### config.mk
export PLATFORM = sky130hd
export DESIGN_NAME = ibWinXlate
export DESIGN_NICKNAME = d
export VERILOG_FILES = /design/src/rtl/ibWinPkg.sv /design/src/rtl/ibWinCtrl.sv /design/src/rtl/ibWinData.sv /design/src/rtl/ibWinXlate.sv
export SDC_FILE = /design/constraint.sdc
export NUM_CORES = 1
export LEC_CHECK = 0
export BUFFER_PORTS_ARGS = -buffer_cell sky130_fd_sc_hd__buf_2
export CAP_MARGIN = 40
export CELL_PAD_IN_SITES_DETAIL_PLACEMENT = 1
export CELL_PAD_IN_SITES_GLOBAL_PLACEMENT = 1
export CORE_MARGIN = 10
export CORE_UTILIZATION = 45
export DETAILED_ROUTE_END_ITERATION = 6
export GPL_TIMING_DRIVEN = 0
export PLACE_DENSITY = 0.74
export SLEW_MARGIN = 20
export SYNTH_ARGS = -nofsm -noshare
export SYNTH_HDL_FRONTEND = slang
export SYNTH_HIERARCHICAL = 1
export SYNTH_SLANG_ARGS = --single-unit
### constraint.sdc
create_clock -name clk -period 3 [get_ports clk]
set_input_delay 0.15 -clock clk [delete_from_list [all_inputs] [get_ports clk]]
set_output_delay 0.15 -clock clk [all_outputs]
set_load 0.005 [all_outputs]
### src/rtl/ibWinPkg.sv
package ibWinPkg;
  localparam int NumWin   = 4;
  localparam int WinIdxW  = $clog2(NumWin);
  localparam int AddrW    = 64;
  localparam int LowW     = 32;
  localparam int IntW     = 36;
  localparam int UpW      = IntW - LowW;
  localparam int FieldW   = 3;

  typedef enum logic [FieldW-1:0] {
    FLD_BASE_LO = 3'd0,
    FLD_BASE_HI = 3'd1,
    FLD_LIMIT   = 3'd2,
    FLD_XLATE   = 3'd3,
    FLD_UPXL    = 3'd4
  } fieldT;

  typedef enum logic [1:0] {
    TIM_NONE     = 2'b00,
    TIM_MEDIUM   = 2'b01,
    TIM_DECODE_A = 2'b10
  } timingT;

  typedef struct packed {
    logic [NumWin-1:0] wrBaseLo;
    logic [NumWin-1:0] wrBaseHi;
    logic [NumWin-1:0] wrLimit;
    logic [NumWin-1:0] wrXlate;
    logic [NumWin-1:0] wrUpXl;
    logic              capture;
    logic              extMode;
  } strobeT;
endpackage

### src/rtl/ibWinCtrl.sv
module ibWinCtrl
  import ibWinPkg::*;
(
  input  logic               clk,
  input  logic               rstN,
  input  logic               cfgWrEn,
  input  logic [WinIdxW-1:0] cfgWin,
  input  logic [FieldW-1:0]  cfgField,
  input  logic               reqValid,
  input  logic               modeExt,
  output strobeT             strb
);
  logic [NumWin-1:0] winSel;

  always_comb begin
    winSel = '0;
    if (cfgWrEn) winSel[cfgWin] = 1'b1;
  end

  always_comb begin
    strb          = '0;
    strb.capture  = reqValid;
    strb.extMode  = modeExt;
    case (fieldT'(cfgField))
      FLD_BASE_LO: strb.wrBaseLo = winSel;
      FLD_BASE_HI: strb.wrBaseHi = winSel;
      FLD_LIMIT:   strb.wrLimit  = winSel;
      FLD_XLATE:   strb.wrXlate  = winSel;
      FLD_UPXL:    strb.wrUpXl   = winSel;
      default:     ;
    endcase
  end

  // a single write touches at most one field of one window
  a_r10_one_write: assert property (@(posedge clk) disable iff (!rstN)
    $onehot0({strb.wrBaseLo, strb.wrBaseHi, strb.wrLimit, strb.wrXlate, strb.wrUpXl}));

  // codes above the last field store nothing
  a_r10_bad_code: assert property (@(posedge clk) disable iff (!rstN)
    (cfgField > 3'd4) |->
      ({strb.wrBaseLo, strb.wrBaseHi, strb.wrLimit, strb.wrXlate, strb.wrUpXl} == '0));
endmodule

### src/rtl/ibWinData.sv
module ibWinData
  import ibWinPkg::*;
#(
  parameter bit SacNeedsZeroHi = 1'b1
) (
  input  logic               clk,
  input  logic               rstN,
  input  strobeT             strb,
  input  logic [LowW-1:0]    cfgData,
  input  logic [AddrW-1:0]   reqAddr,
  input  logic               reqDac,
  output logic               rspValid,
  output logic               rspHit,
  output logic [WinIdxW-1:0] rspWin,
  output logic [1:0]         rspTiming,
  output logic [IntW-1:0]    rspAddr
);
  logic [LowW-1:0] baseLo [NumWin];
  logic [LowW-1:0] baseHi [NumWin];
  logic [LowW-1:0] limitR [NumWin];
  logic [LowW-1:0] xlateR [NumWin];
  logic [UpW-1:0]  upXlR  [NumWin];

  logic [NumWin-1:0] hitVec;
  logic              anyHit;
  logic [WinIdxW-1:0] selIdx;
  logic [IntW-1:0]   xlAddr;
  logic [NumWin-1:0] lowerMask;

  wire [LowW-1:0] addrLo = reqAddr[LowW-1:0];
  wire [LowW-1:0] addrHi = reqAddr[AddrW-1:LowW];

  // Window register file
  genvar gi;
  generate
    for (gi = 0; gi < NumWin; gi++) begin : gWin
      always_ff @(posedge clk or negedge rstN) begin
        if (!rstN) begin
          baseLo[gi] <= '0;
          baseHi[gi] <= '0;
          limitR[gi] <= '0;
          xlateR[gi] <= '0;
          upXlR[gi]  <= '0;
        end else begin
          if (strb.wrBaseLo[gi]) baseLo[gi] <= cfgData;
          if (strb.wrBaseHi[gi]) baseHi[gi] <= cfgData;
          if (strb.wrLimit[gi])  limitR[gi] <= cfgData;
          if (strb.wrXlate[gi])  xlateR[gi] <= cfgData;
          if (strb.wrUpXl[gi])   upXlR[gi]  <= cfgData[UpW-1:0];
        end
      end

      logic enabled;
      logic lowMatch;
      logic hiMatch;
      assign enabled  = |limitR[gi];
      assign lowMatch = (addrLo & limitR[gi]) == baseLo[gi];
      if (SacNeedsZeroHi) begin : gSacZero
        assign hiMatch = reqDac ? (addrHi == baseHi[gi]) : (baseHi[gi] == '0);
      end else begin : gSacFree
        assign hiMatch = reqDac ? (addrHi == baseHi[gi]) : 1'b1;
      end
      assign hitVec[gi] = enabled && lowMatch && hiMatch;
    end
  endgenerate

  // Lowest-index priority select
  always_comb begin
    selIdx = '0;
    for (int i = NumWin - 1; i >= 0; i--) begin
      if (hitVec[i]) selIdx = WinIdxW'(i);
    end
  end
  assign anyHit = |hitVec;

  always_comb begin
    lowerMask = '0;
    for (int i = 0; i < NumWin; i++) begin
      if (WinIdxW'(i) < selIdx) lowerMask[i] = hitVec[i];
    end
  end

  // Translation through the winning window
  always_comb begin
    xlAddr = {upXlR[selIdx],
              (addrLo & ~limitR[selIdx]) | (xlateR[selIdx] & limitR[selIdx])};
  end

  // Result register
  always_ff @(posedge clk or negedge rstN) begin
    if (!rstN) begin
      rspValid  <= 1'b0;
      rspHit    <= 1'b0;
      rspWin    <= '0;
      rspTiming <= TIM_NONE;
      rspAddr   <= '0;
    end else begin
      rspValid <= strb.capture;
      if (strb.capture) begin
        rspHit    <= anyHit;
        rspWin    <= anyHit ? selIdx : '0;
        rspAddr   <= anyHit ? xlAddr : '0;
        rspTiming <= !anyHit ? TIM_NONE : (strb.extMode ? TIM_DECODE_A : TIM_MEDIUM);
      end
    end
  end

  // the chosen window matched and no lower window did
  a_r5_lowest_wins: assert property (@(posedge clk) disable iff (!rstN)
    anyHit |-> (hitVec[selIdx] && (lowerMask == '0)));

  // a window with a zero limit never reports a hit
  a_r6_zero_limit: assert property (@(posedge clk) disable iff (!rstN)
    (strb.capture && anyHit) |-> (limitR[selIdx] != '0));

  // on a dual-address cycle the winner's high base equals the address high word
  a_r3_dac_upper: assert property (@(posedge clk) disable iff (!rstN)
    (strb.capture && anyHit && reqDac) |-> (baseHi[selIdx] == addrHi));

  // result valid exactly one cycle after a request
  a_r9_latency: assert property (@(posedge clk) disable iff (!rstN)
    strb.capture |=> rspValid);
  a_r9_no_spurious: assert property (@(posedge clk) disable iff (!rstN)
    !strb.capture |=> !rspValid);

  // timing code is none exactly when there is no claim
  a_r8_timing_claim: assert property (@(posedge clk) disable iff (!rstN)
    rspValid |-> ((rspTiming == TIM_NONE) == !rspHit));
endmodule

### src/rtl/ibWinXlate.sv
module ibWinXlate
  import ibWinPkg::*;
#(
  parameter bit SacNeedsZeroHi = 1'b1
) (
  input  logic               clk,
  input  logic               rstN,
  input  logic               cfgWrEn,
  input  logic [WinIdxW-1:0] cfgWin,
  input  logic [FieldW-1:0]  cfgField,
  input  logic [LowW-1:0]    cfgData,
  input  logic               reqValid,
  input  logic [AddrW-1:0]   reqAddr,
  input  logic               reqDac,
  input  logic               modeExt,
  output logic               rspValid,
  output logic               rspHit,
  output logic [WinIdxW-1:0] rspWin,
  output logic [1:0]         rspTiming,
  output logic [IntW-1:0]    rspAddr
);
  strobeT strb;

  ibWinCtrl uCtrl (
    .clk      (clk),
    .rstN     (rstN),
    .cfgWrEn  (cfgWrEn),
    .cfgWin   (cfgWin),
    .cfgField (cfgField),
    .reqValid (reqValid),
    .modeExt  (modeExt),
    .strb     (strb)
  );

  ibWinData #(.SacNeedsZeroHi(SacNeedsZeroHi)) uData (
    .clk       (clk),
    .rstN      (rstN),
    .strb      (strb),
    .cfgData   (cfgData),
    .reqAddr   (reqAddr),
    .reqDac    (reqDac),
    .rspValid  (rspValid),
    .rspHit    (rspHit),
    .rspWin    (rspWin),
    .rspTiming (rspTiming),
    .rspAddr   (rspAddr)
  );
endmodule

---- Word-level counts from Yosys, hierarchy flattened ----
Cells that the tools add are included.
storage, ports and cells
  register bits ........................... 570
  logic and storage cells ................. 97
  output and inout port bits .............. 42
  input port bits ......................... 107
cells by class
  bitwise logic cells ..................... 9
  muxes and demuxes ....................... 29
  reductions and logical operators ........ 19
  equal/unequal tests ..................... 12
  $lt $le $gt $ge ......................... 3
operator list
  cell                  count
  $eq A32 B32 Y1        8
  $and A32 B32 Y32      6
  $bmux W32 S2          2
  $logic_not A32 Y1     4
  $mux W32              4
  $reduce_or A32 Y1     4
  $mux W36              1
  $mux W4               8
  $not A32 Y32          1
  $or A32 B32 Y32       1
  $mux W2               7
  $logic_and A1 B1 Y1   9
  $bmux W4 S2           1
  $eq A3 B2 Y1 const B  2
  $mux W1               5
  $reduce_or A4 Y1      1
  $eq A3 B1 Y1 const B  1
  $eq A3 B3 Y1 const B  1
  $ge A3 B3 Y1 const B  1
  $logic_not A3 Y1      1
  $lt A2 B3 Y1 const B  1
  $not A2 Y3            1
  $demux W1 S2          1
  $ge A2 B1 Y1 const B  1

---- Logic depth before layout (Yosys ltp) ----
Gate-level depths: netlist (run 1).
  word-level depth ........................ 16
  mapped depth ............................ 12
  gate-level depth less buffers ........... 9

---- By module ----
The synthesis (run 1) kept the hierarchy.
by module, submodules not included
  module     area each (µm²)  seq. area each (µm²)  cells each  instances
  ibWinData  27869.2          14263.7               2253        1
  ibWinCtrl  173.9            0.0                   30          1

---- Worst setup path after synthesis (run 1) ----
Ideal clock, no wire load.
  path type ............................... register to register
  start ................................... register uData/limitR[119] (netlist name)
  end ..................................... register uData.rspAddr[26]
  setup time .............................. 0.128 ns
  period minus slack after synthesis ...... 2.254 ns
  setup slack ............................. 0.746 ns
  path buffers ............................ 2
  required time ........................... 2.872 ns
  cell stages (with the launch flop) ...... 12
  arrival ................................. 2.126 ns
  cell sequence ........................... dfrtp_1 -> nand2_1 -> xnor2_1 -> or4b_1 -> nor4_1 -> nand4_1 -> nand2b_1 -> buf_4 -> buf_6 -> o22ai_1 -> mux2i_1 -> o31ai_1
between the ends
  cells in the longest elaborated chain, start to end .. 13
  elaborated cells between the ends (all ways) .. 19
  classes of those cells .................. eq/ne (1); mux (8); bitwise (6); reduce/logical (4)
RTL lines
  what                                         line              text
  start: declaration                           ibWinData.sv:20   logic [LowW-1:0] limitR [NumWin];
  start signal: indexed assignment             ibWinData.sv:47   if (strb.wrLimit[gi]) limitR[gi] <= cfgData;
  $and A32 B32 Y32                             ibWinData.sv:57   assign lowMatch = (addrLo & limitR[gi]) == baseLo[gi];
  $eq A32 B32 Y1                               ibWinData.sv:57
  $logic_and A1 B1 Y1 * (2 in a row)           ibWinData.sv:63   assign hitVec[gi] = enabled && lowMatch && hiMatch;
  $mux W2                                      ibWinData.sv:71   if (hitVec[i]) selIdx = WinIdxW'(i);
  $not A2 Y3 (implied by the code)             ibWinData.sv:86   (addrLo & ~limitR[selIdx]) | (xlateR[selIdx] & limitR[selIdx])};
  $bmux W32 S2                                 ibWinData.sv:86
  $mux W32 (implied by the code) (2 in a row)  ibWinData.sv:86
  $not A32 Y32                                 ibWinData.sv:86
  $and A32 B32 Y32                             ibWinData.sv:86
  $or A32 B32 Y32                              ibWinData.sv:86
  $mux W36 *                                   ibWinData.sv:102  rspAddr <= anyHit ? xlAddr : '0;
  end signal: assignment                       ibWinData.sv:102
  end: declaration                             ibWinData.sv:16   output logic [IntW-1:0] rspAddr
Every way passes the cells marked *; elsewhere a longest branch is shown, timed or not. The select of a mux whose other input is x is not followed.
A chain may end at the register's enable or synchronous reset.

---- Worst setup path in the final report (run 1) ----
  start ................................... register uData/baseHi[105] (netlist name)
  end ..................................... register uData.rspAddr[27]
between the ends
  cells in the longest elaborated chain, start to end .. 12
  elaborated cells between the ends (all ways) .. 18
  classes of those cells .................. eq/ne (1); mux (9); bitwise (5); reduce/logical (3)
RTL lines
  what                                                        line              text
  start: declaration                                          ibWinData.sv:19   logic [LowW-1:0] baseHi [NumWin];
  start signal: indexed assignment                            ibWinData.sv:46   if (strb.wrBaseHi[gi]) baseHi[gi] <= cfgData;
  $eq A32 B32 Y1 / $logic_not A32 Y1 (equally long branches)  ibWinData.sv:59   assign hiMatch = reqDac ? (addrHi == baseHi[gi]) : (baseHi[gi] == '0);
  $mux W1 *                                                   ibWinData.sv:59
  $logic_and A1 B1 Y1 *                                       ibWinData.sv:63
  $mux W2                                                     ibWinData.sv:71
  $not A2 Y3 (implied by the code)                            ibWinData.sv:86
  $bmux W32 S2                                                ibWinData.sv:86
  $mux W32 (implied by the code) (2 in a row)                 ibWinData.sv:86
  $not A32 Y32                                                ibWinData.sv:86
  $and A32 B32 Y32                                            ibWinData.sv:86
  $or A32 B32 Y32                                             ibWinData.sv:86
  $mux W36 *                                                  ibWinData.sv:102
Marked as above.

==> flow_summary.toml, run 1 <==
[run_status]
run_status = "finished with violations"
violations = "setup timing"

[power]
power-per-cell-area_mw_per_mm2 = 708
power_mw = 23.8
intPower_mw = 16.3
power_leakage_nw = 14.9
power.share.clock_pct = 34.6
netSwitchingFraction_pct = 31.6
part_of_the_power_in_registers_pct = 44.8
irDropWorstVdd_mv = 0.356
combinational_group_share_of_total_power_pct = 20.5
power.net_switching_mw = 7.54

[sta]
slew_viol_final = 0
slew_headroom_pct = 36.8
report.final.hold_viol_count = 0
setup_viol = 15
skew_ns = 0.0267
final.setup.tns_ns = -0.420
period_minus_slack_ns = 3.06
max_clock_freq_mhz = 327
min_period_over_period_pct = 102
unrepaired_setup_endpoints_after_global_routing = "true"
worst_pin_slew_ns = 0.947
timing.final.ws_setup_ns = -0.0580

[synthesis]
syn-num-nets = 2390
yosysWarningCount = 6
edff_count_synth = 0
synth_area_sq_mm = 0.0280
synth_top_area_share_pct = 50.9
flip_flop_and_latch_count_after_synthesis = 570
synth_sequential_area_ratio_pct = 50.9
synthArstFlopShare_pct = 100
netlist.top_cell.by_area = "dfrtp_1"
syn_inst = 2283
synth.distinct_cells = 50
synth.area.top_cells = "dfrtp_1, mux2_2, xor2_1"
yosys_most_used_dff = "dfrtp_1"
syn_area_per_cell_sq_um = 12.3

[worst_setup_path]
critical_path.cell_chain = "nor4_1, and4_1, a21oi_1, nor3_1, nand4_1, nand2b_1, buf_12, buf_8, o22ai_1, mux2i_1, o31ai_2"
critPathTopFamily = "simple AND/OR/NAND/NOR gates"
critical_path_peak_fanout = 7
critPathBufInv = 2
worst-r2r-setup-slack_ns = -0.06
worst_r2r_startpoint = "uData/baseHi[105]$_DFFE_PN0P_"
critical-path-max-stage-delay_ns = 0.40
critical_path_class = "reg -> reg"
critical_path.reg2reg.endpoint = "uData/rspAddr[27]$_DFFE_PN0P_"
data_required_time_of_the_worst_path_ns = 3.47
crit_path_top_delay_cell = "dfrtp_1"
worst-r2r-cell-count = 11
cp.arrival_ns = 3.52
critPathLaunchType = "flip-flop"
setup.worst_path.end_class = "flip-flop"

[grt]
grt_antenna_before_repair = 11
grt_pass1_vias = 22200
grt_use_total_pct = 29.0
grt_overflow_total = 0
global_route_wire_length_before_repair_um = 155000
grt_max_degree = 100

[clock_tree]
cts_buffer_depth = 3
clock_latency_ns = 0.61
cts-htree-levels = 3
cts_made_buffers = 67
clock-root-buffer = "clkbuf_16"
clock_tree_from_tritoncts = "built"
cts.reportedPaths.clkPinSlew_ns = 0.06
cts_sinks = 570

[worst_hold_path]
worst_hold_path.endpoint = "uData/xlateR[24]$_DFFE_PN0P_"
worstHoldStart = "cfgData[24]"
hold_path.class = "in -> reg"
min_path_cells = 2

[die]
die_height_um = 270
initial_core_util_pct = 45.4
horizontal_die_dimension_um = 270
ios = 149
placementRows = 91
core_area_sq_mm = 0.0617
die_area_sq_mm = 0.0727

[final_layout]
most_common_cell_after_layout_fill_and_taps_aside = "dfrtp_1"
share_of_post_route_cells_with_drive_strength_above_1_pct = 36.9
final_design_instance_area_without_fill_sq_mm = 0.0336
filler_cell_count = 6275
layout.nets = 2650
layout-area-overhead-vs-synth_pct = 20.0
final_cell_mix = "dfrtp_1, mux2_2, xor2_1, buf_2, mux2i_1"

[placed_design]
dpl.hpwl_um = 82400
gp_congestion = 0.981
placed_area_sq_mm = 0.0300
portBuffers = 110

[routing]
remaining_drcs = 0
number_of_antenna_violating_nets_in_the_routed_design = 0
post_drt_wl_per_cell_um = 31.7
first_iter_violations = 1478
detailroute.via_count = 20600
viasPerCell = 6.00
postRouteWirelength_um = 109000
detailedRoute.firstPassIterationCount = 5

[job]
max-cap-violations = 0
==> registers in the layout, indices dropped and copies added (netlist names) <==
register / cells
uData/rspTiming: 2
uData/rspAddr: 36
uData/baseHi: 128
uData/limitR: 128
uData/baseLo: 128
uData/upXlR: 16
uData/xlateR: 128
uData/rspHit: 1
uData/rspValid: 1
uData/rspWin: 2
==> repair_timing <==
action | in CTS | in global routing
setup endpoints to repair | 41 | 39
hold endpoints to repair | 330 | 0
gates resized for setup | 80 | 110
pin swaps | 17 | 34
cloned | 0 | 3
setup buffers | 16 | 13
hold buffers | 26 | 0
==> area by class of cell <==
cell class	instances	area (sq um)	share of cell area, %
Sequential cell	570	14300	42.5
Multi-Input combinational cell	1539	13700	40.9
Clock buffer	103	2020	6.01
Timing Repair Buffer	192	1470	4.37
Tap cell	837	1050	3.11
Buffer	159	815	2.42
Clock inverter	16	189	0.561
Inverter	14	52.6	0.156
Antenna cell	8	20.0	0.0595
==> worst max path at each step <==
stage	from	endpoint	depth (start not counted)	slack (ns)
2_1_floorplan	uData/limitR[119]$_DFFE_PN0P_	uData/rspAddr[26]$_DFFE_PN0P_	11	0.75
3_3_place_gp	rstN	uData/baseHi[16]$_DFFE_PN0P_	1	-10.07
3_5_place_dp	uData/baseHi[31]$_DFFE_PN0P_	uData/rspAddr[15]$_DFFE_PN0P_	9	-1.22
4_1_cts	uData/limitR[105]$_DFFE_PN0P_	uData/rspAddr[24]$_DFFE_PN0P_	11	0.002
5_1_grt	uData/limitR[96]$_DFFE_PN0P_	uData/rspAddr[27]$_DFFE_PN0P_	11	-0.07
6_report	uData/baseHi[105]$_DFFE_PN0P_	uData/rspAddr[27]$_DFFE_PN0P_	11	-0.06
==> through the flow <==
stage          setup WS, ns  hold slack [ns]  util (%)  instances
2_1_floorplan         0.746           -0.146         -       2283
3_3_place_gp         -10.07            0.270      48.0       3230
3_5_place_dp          -1.22           0.0838      48.5       3249
4_1_cts             0.00249          0.00467      53.3       3410
5_1_grt             -0.0657          0.00935      54.5       3431
6_report            -0.0580           0.0414      54.5       3438
==> worst reg2reg max path, stage by stage (launching register included) <==
cell	delay, ns
dfrtp_1	0.40
nor4_1	0.38
and4_1	0.30
a21oi_1	0.23
nor3_1	0.31
nand4_1	0.27
nand2b_1	0.24
buf_12	0.20
buf_8	0.15
o22ai_1	0.10
mux2i_1	0.22
o31ai_2	0.11
==> power by group through the flow <==
stage | Combinational, mW | Sequential, mW | Clock, mW
3_3_place_gp | 4.28 | 10.6 | 0
6_report | 4.89 | 10.7 | 8.26
4_1_cts | 4.67 | 10.6 | 8.39
3_5_place_dp | 4.48 | 10.7 | 0
2_1_floorplan | 2.88 | 10.1 | 0
5_1_grt | 5.15 | 10.8 | 8.76
==> cells by family (layout without fill, tap and decap cells) <==
group / Yosys count / count (layout) / synth area share, %
xor gates and xnor gates: 226 / 226 / 7.06
DFF: 570 / 570 / 50.9
other: 0 / 8 / 0
buffers and inverters: 174 / 484 / 2.72
AOI/OAI and AO/OA: 178 / 178 / 4.11
and+or+nand+nor: 478 / 478 / 9.48
muxes: 657 / 657 / 25.8
==> cell usage after synthesis (2+ instances only) <==
library cell and instances:
a21oi_1 45, buf_6 7, xnor2_1 23, inv_1 14, o21ai_1 5, a21boi_0 9
dfrtp_1 570, a21o_1 11, o22a_1 5, nand2b_1 36, mux2i_1 137, o211ai_1 3
nor2_1 24, nand3_1 18, and2_1 20, nand2_1 112, buf_4 4, xor2_1 203
mux2_2 520, nor4_1 108, o31ai_1 32, nand4bb_1 3, nor3_1 47, nand4_1 62
clkbuf_1 63, nand4b_1 2, buf_2 34, o22ai_1 38, o21ai_0 14, a211oi_1 9
and3_1 11, or4_1 3, and4_1 4, and2_0 12, buf_1 52, and3b_1 9
==> layer usage <==
metal	global-route usage, %	part of all wire (%)	routed length, um	vias to the layer above
met5	0	0.033	36	-
met4	13.4	4.7	5070	6
met3	4.33	5.4	5850	222
met2	49.3	49	53500	686
met1	35.8	41	44500	11000
li1	-	-	-	8759
No activity file was read; power rests on OpenSTA's default activity.
==> run 2: changes to the inputs <==
Settings changed: PLACE_DENSITY 0.74 to 0.7.
==> flow_summary.toml, run 2 (synthesized netlist as in run 1, its figures left out) <==
[worst_setup_path]
cp.arrival_ns = 3.69
critPathLaunchType = "flip-flop"
setup.worst_path.end_class = "flip-flop"
critPathTopFamily = "simple AND/OR/NAND/NOR gates"
critical_path_peak_fanout = 7
worst_r2r_startpoint = "uData/baseHi[63]$_DFFE_PN0P_"
critical_path_class = "reg -> reg"
critical-path-max-stage-delay_ns = 0.51
critical_path.cell_chain = "xor2_1, nor4_4, nand4_1, o21ai_4, nand3_2, nand2b_4, a32o_2, buf_8, buf_12, buf_8, nor3_1, o31ai_1"
data_required_time_of_the_worst_path_ns = 3.52
critical-path-top-cell-by-count = "buf_8"
critPathBufInv = 3
crit_path_top_delay_cell = "dfrtp_1"
setup.worst_path.start = "uData/baseHi[63]$_DFFE_PN0P_"

[power]
power_leakage_nw = 14.9
irDropWorstVdd_mv = 0.461
power-per-cell-area_mw_per_mm2 = 697
power_mw = 23.4

[worst_hold_path]
hold_path.class = "in -> reg"
worstHoldStart = "reqAddr[26]"

[placed_design]
placed_area_sq_mm = 0.0300
portBuffers = 110
gp_congestion = 0.935
placement.setup.worst_slack_ns = -1.33
dpl.hpwl_um = 83200

[grt]
grt_use_total_pct = 29.3
grt_max_degree = 99
grt_pass1_vias = 22400
grt_overflow_total = 0
grt_antenna_before_repair = 7
global_route_wire_length_before_repair_um = 158000

[run_status]
violations = "hold timing, setup timing"
run_status = "finished with violations"

[clock_tree]
clock-root-buffer = "clkbuf_16"
cts-htree-levels = 2
cts_made_buffers = 60
cts_sinks = 570
cts_buffer_depth = 3
cts.reportedPaths.clkPinSlew_ns = 0.06
clock_tree_from_tritoncts = "built"
clock_latency_ns = 0.63

[die]
die_height_um = 270
horizontal_die_dimension_um = 270
core_area_sq_mm = 0.0617
placementRows = 91
die_area_sq_mm = 0.0727
ios = 149
initial_core_util_pct = 45.4

[routing]
detailroute.via_count = 20700
viasPerCell = 6.00
first_iter_violations = 1639
number_of_antenna_violating_nets_in_the_routed_design = 0
postRouteWirelength_um = 110000
post_drt_wl_per_cell_um = 31.9
remaining_drcs = 0
detailedRoute.firstPassIterationCount = 5

[sta]
period_minus_slack_ns = 3.16
worst_pin_slew_ns = 0.955
skew_ns = 0.0155
timing.final.ws_setup_ns = -0.164
final.setup.tns_ns = -2.90
min_period_over_period_pct = 105
slew_headroom_pct = 36.3
unrepaired_setup_endpoints_after_global_routing = "true"
report.final.hold_viol_count = 1
max_clock_freq_mhz = 316
setup_viol = 37
hold_ws_ns = -0.00185
slew_viol_final = 0

[final_layout]
final_cell_mix = "dfrtp_1, mux2_2, xor2_1, buf_2, mux2i_1"
layout-area-overhead-vs-synth_pct = 19.7
layout.nets = 2664
filler_cell_count = 6276
final_design_instance_area_without_fill_sq_mm = 0.0336
most_common_cell_after_layout_fill_and_taps_aside = "dfrtp_1"
share_of_post_route_cells_with_drive_strength_above_1_pct = 36.7
layout.core_utilization_pct = 54.4

[job]
max-cap-violations = 0
[run 2: cell count changes in the layout (fill, tap and decap cells not counted), sizes merged]
cell         before  now
bufinv            3    4
inv              19   14
dlygate4sd3      26   34
clkinvlp          0    2
buf             264  276
clkinv            8   10
diode             8    4
clkbuf          163  155
[run 2: final timing paths]
check                                                 to  slack, ns  depth (start not counted)
hold / removal             uData/rspAddr[26]$_DFFE_PN0P_     -0.002                          3
min in group asynchronous  uData/rspAddr[34]$_DFFE_PN0P_       0.05                          2
setup / recovery           uData/rspAddr[31]$_DFFE_PN0P_      -0.16                         12
hold reg to reg             uData/xlateR[21]$_DFFE_PN0P_       0.50                          1
max in group asynchronous   uData/baseHi[23]$_DFFE_PN0P_       1.26                          5
setup reg to reg           uData/rspAddr[31]$_DFFE_PN0P_      -0.16                         12
[run 2: repair_timing]
item	CTS	global route
pin swaps	14	30
setup buffers	14	26
endpoints found under the setup margin	41	40
gates cloned	0	1
hold endpoints to repair	467	0
gates resized for setup	81	100
hold buffers	34	0
[run 2: layer usage]
metal  share of wire [%]  GRT usage (%)  wire length (um)  vias to the layer above
met5               0.015              0                16                        -
met4                 5.2           13.9              5770                        4
met3                 5.4           4.15              5960                      228
met2                  48           49.4             53100                      674
met1                  41           36.7             45000                    11000
li1                    -              -                 -                     8770
[run 2: layout make-up]
class | count | area [sq um] | share of cell area, %
Buffer | 159 | 786 | 2.34
Antenna cell | 4 | 10.0 | 0.0298
Timing Repair Buffer | 213 | 1670 | 4.97
Multi-Input combinational cell | 1539 | 13700 | 40.7
Tap cell | 837 | 1050 | 3.12
Clock inverter | 16 | 196 | 0.585
Sequential cell | 570 | 14300 | 42.6
Clock buffer | 94 | 1860 | 5.55
Inverter | 14 | 52.6 | 0.157
[run 2: through the flow]
stage | hold slack (ns) | std cells
final | -0.00185 | 3446
after global routing | 0.0199 | 3443
after CTS | 0.00236 | 3411
after detailed placement | 0.121 | 3253
after global placement | 0.294 | 3230
after floorplan | -0.146 | 2283
[run 2: worst min-delay path, delay by kind of cell]
family	cells	cell delay, ns
and+or+nand+nor	1	0.19
buffers and inverters	1	0.16
AOI/OAI and AO/OA	1	0.09
[run 2: where the power goes]
part | internal (mW) | leakage (nW) | switching, mW
clock network | 4.58 | 1.01 | 3.22
logic | 2.31 | 6.59 | 2.62
registers | 9.10 | 7.30 | 1.56
total | 16.0 | 14.9 | 7.40
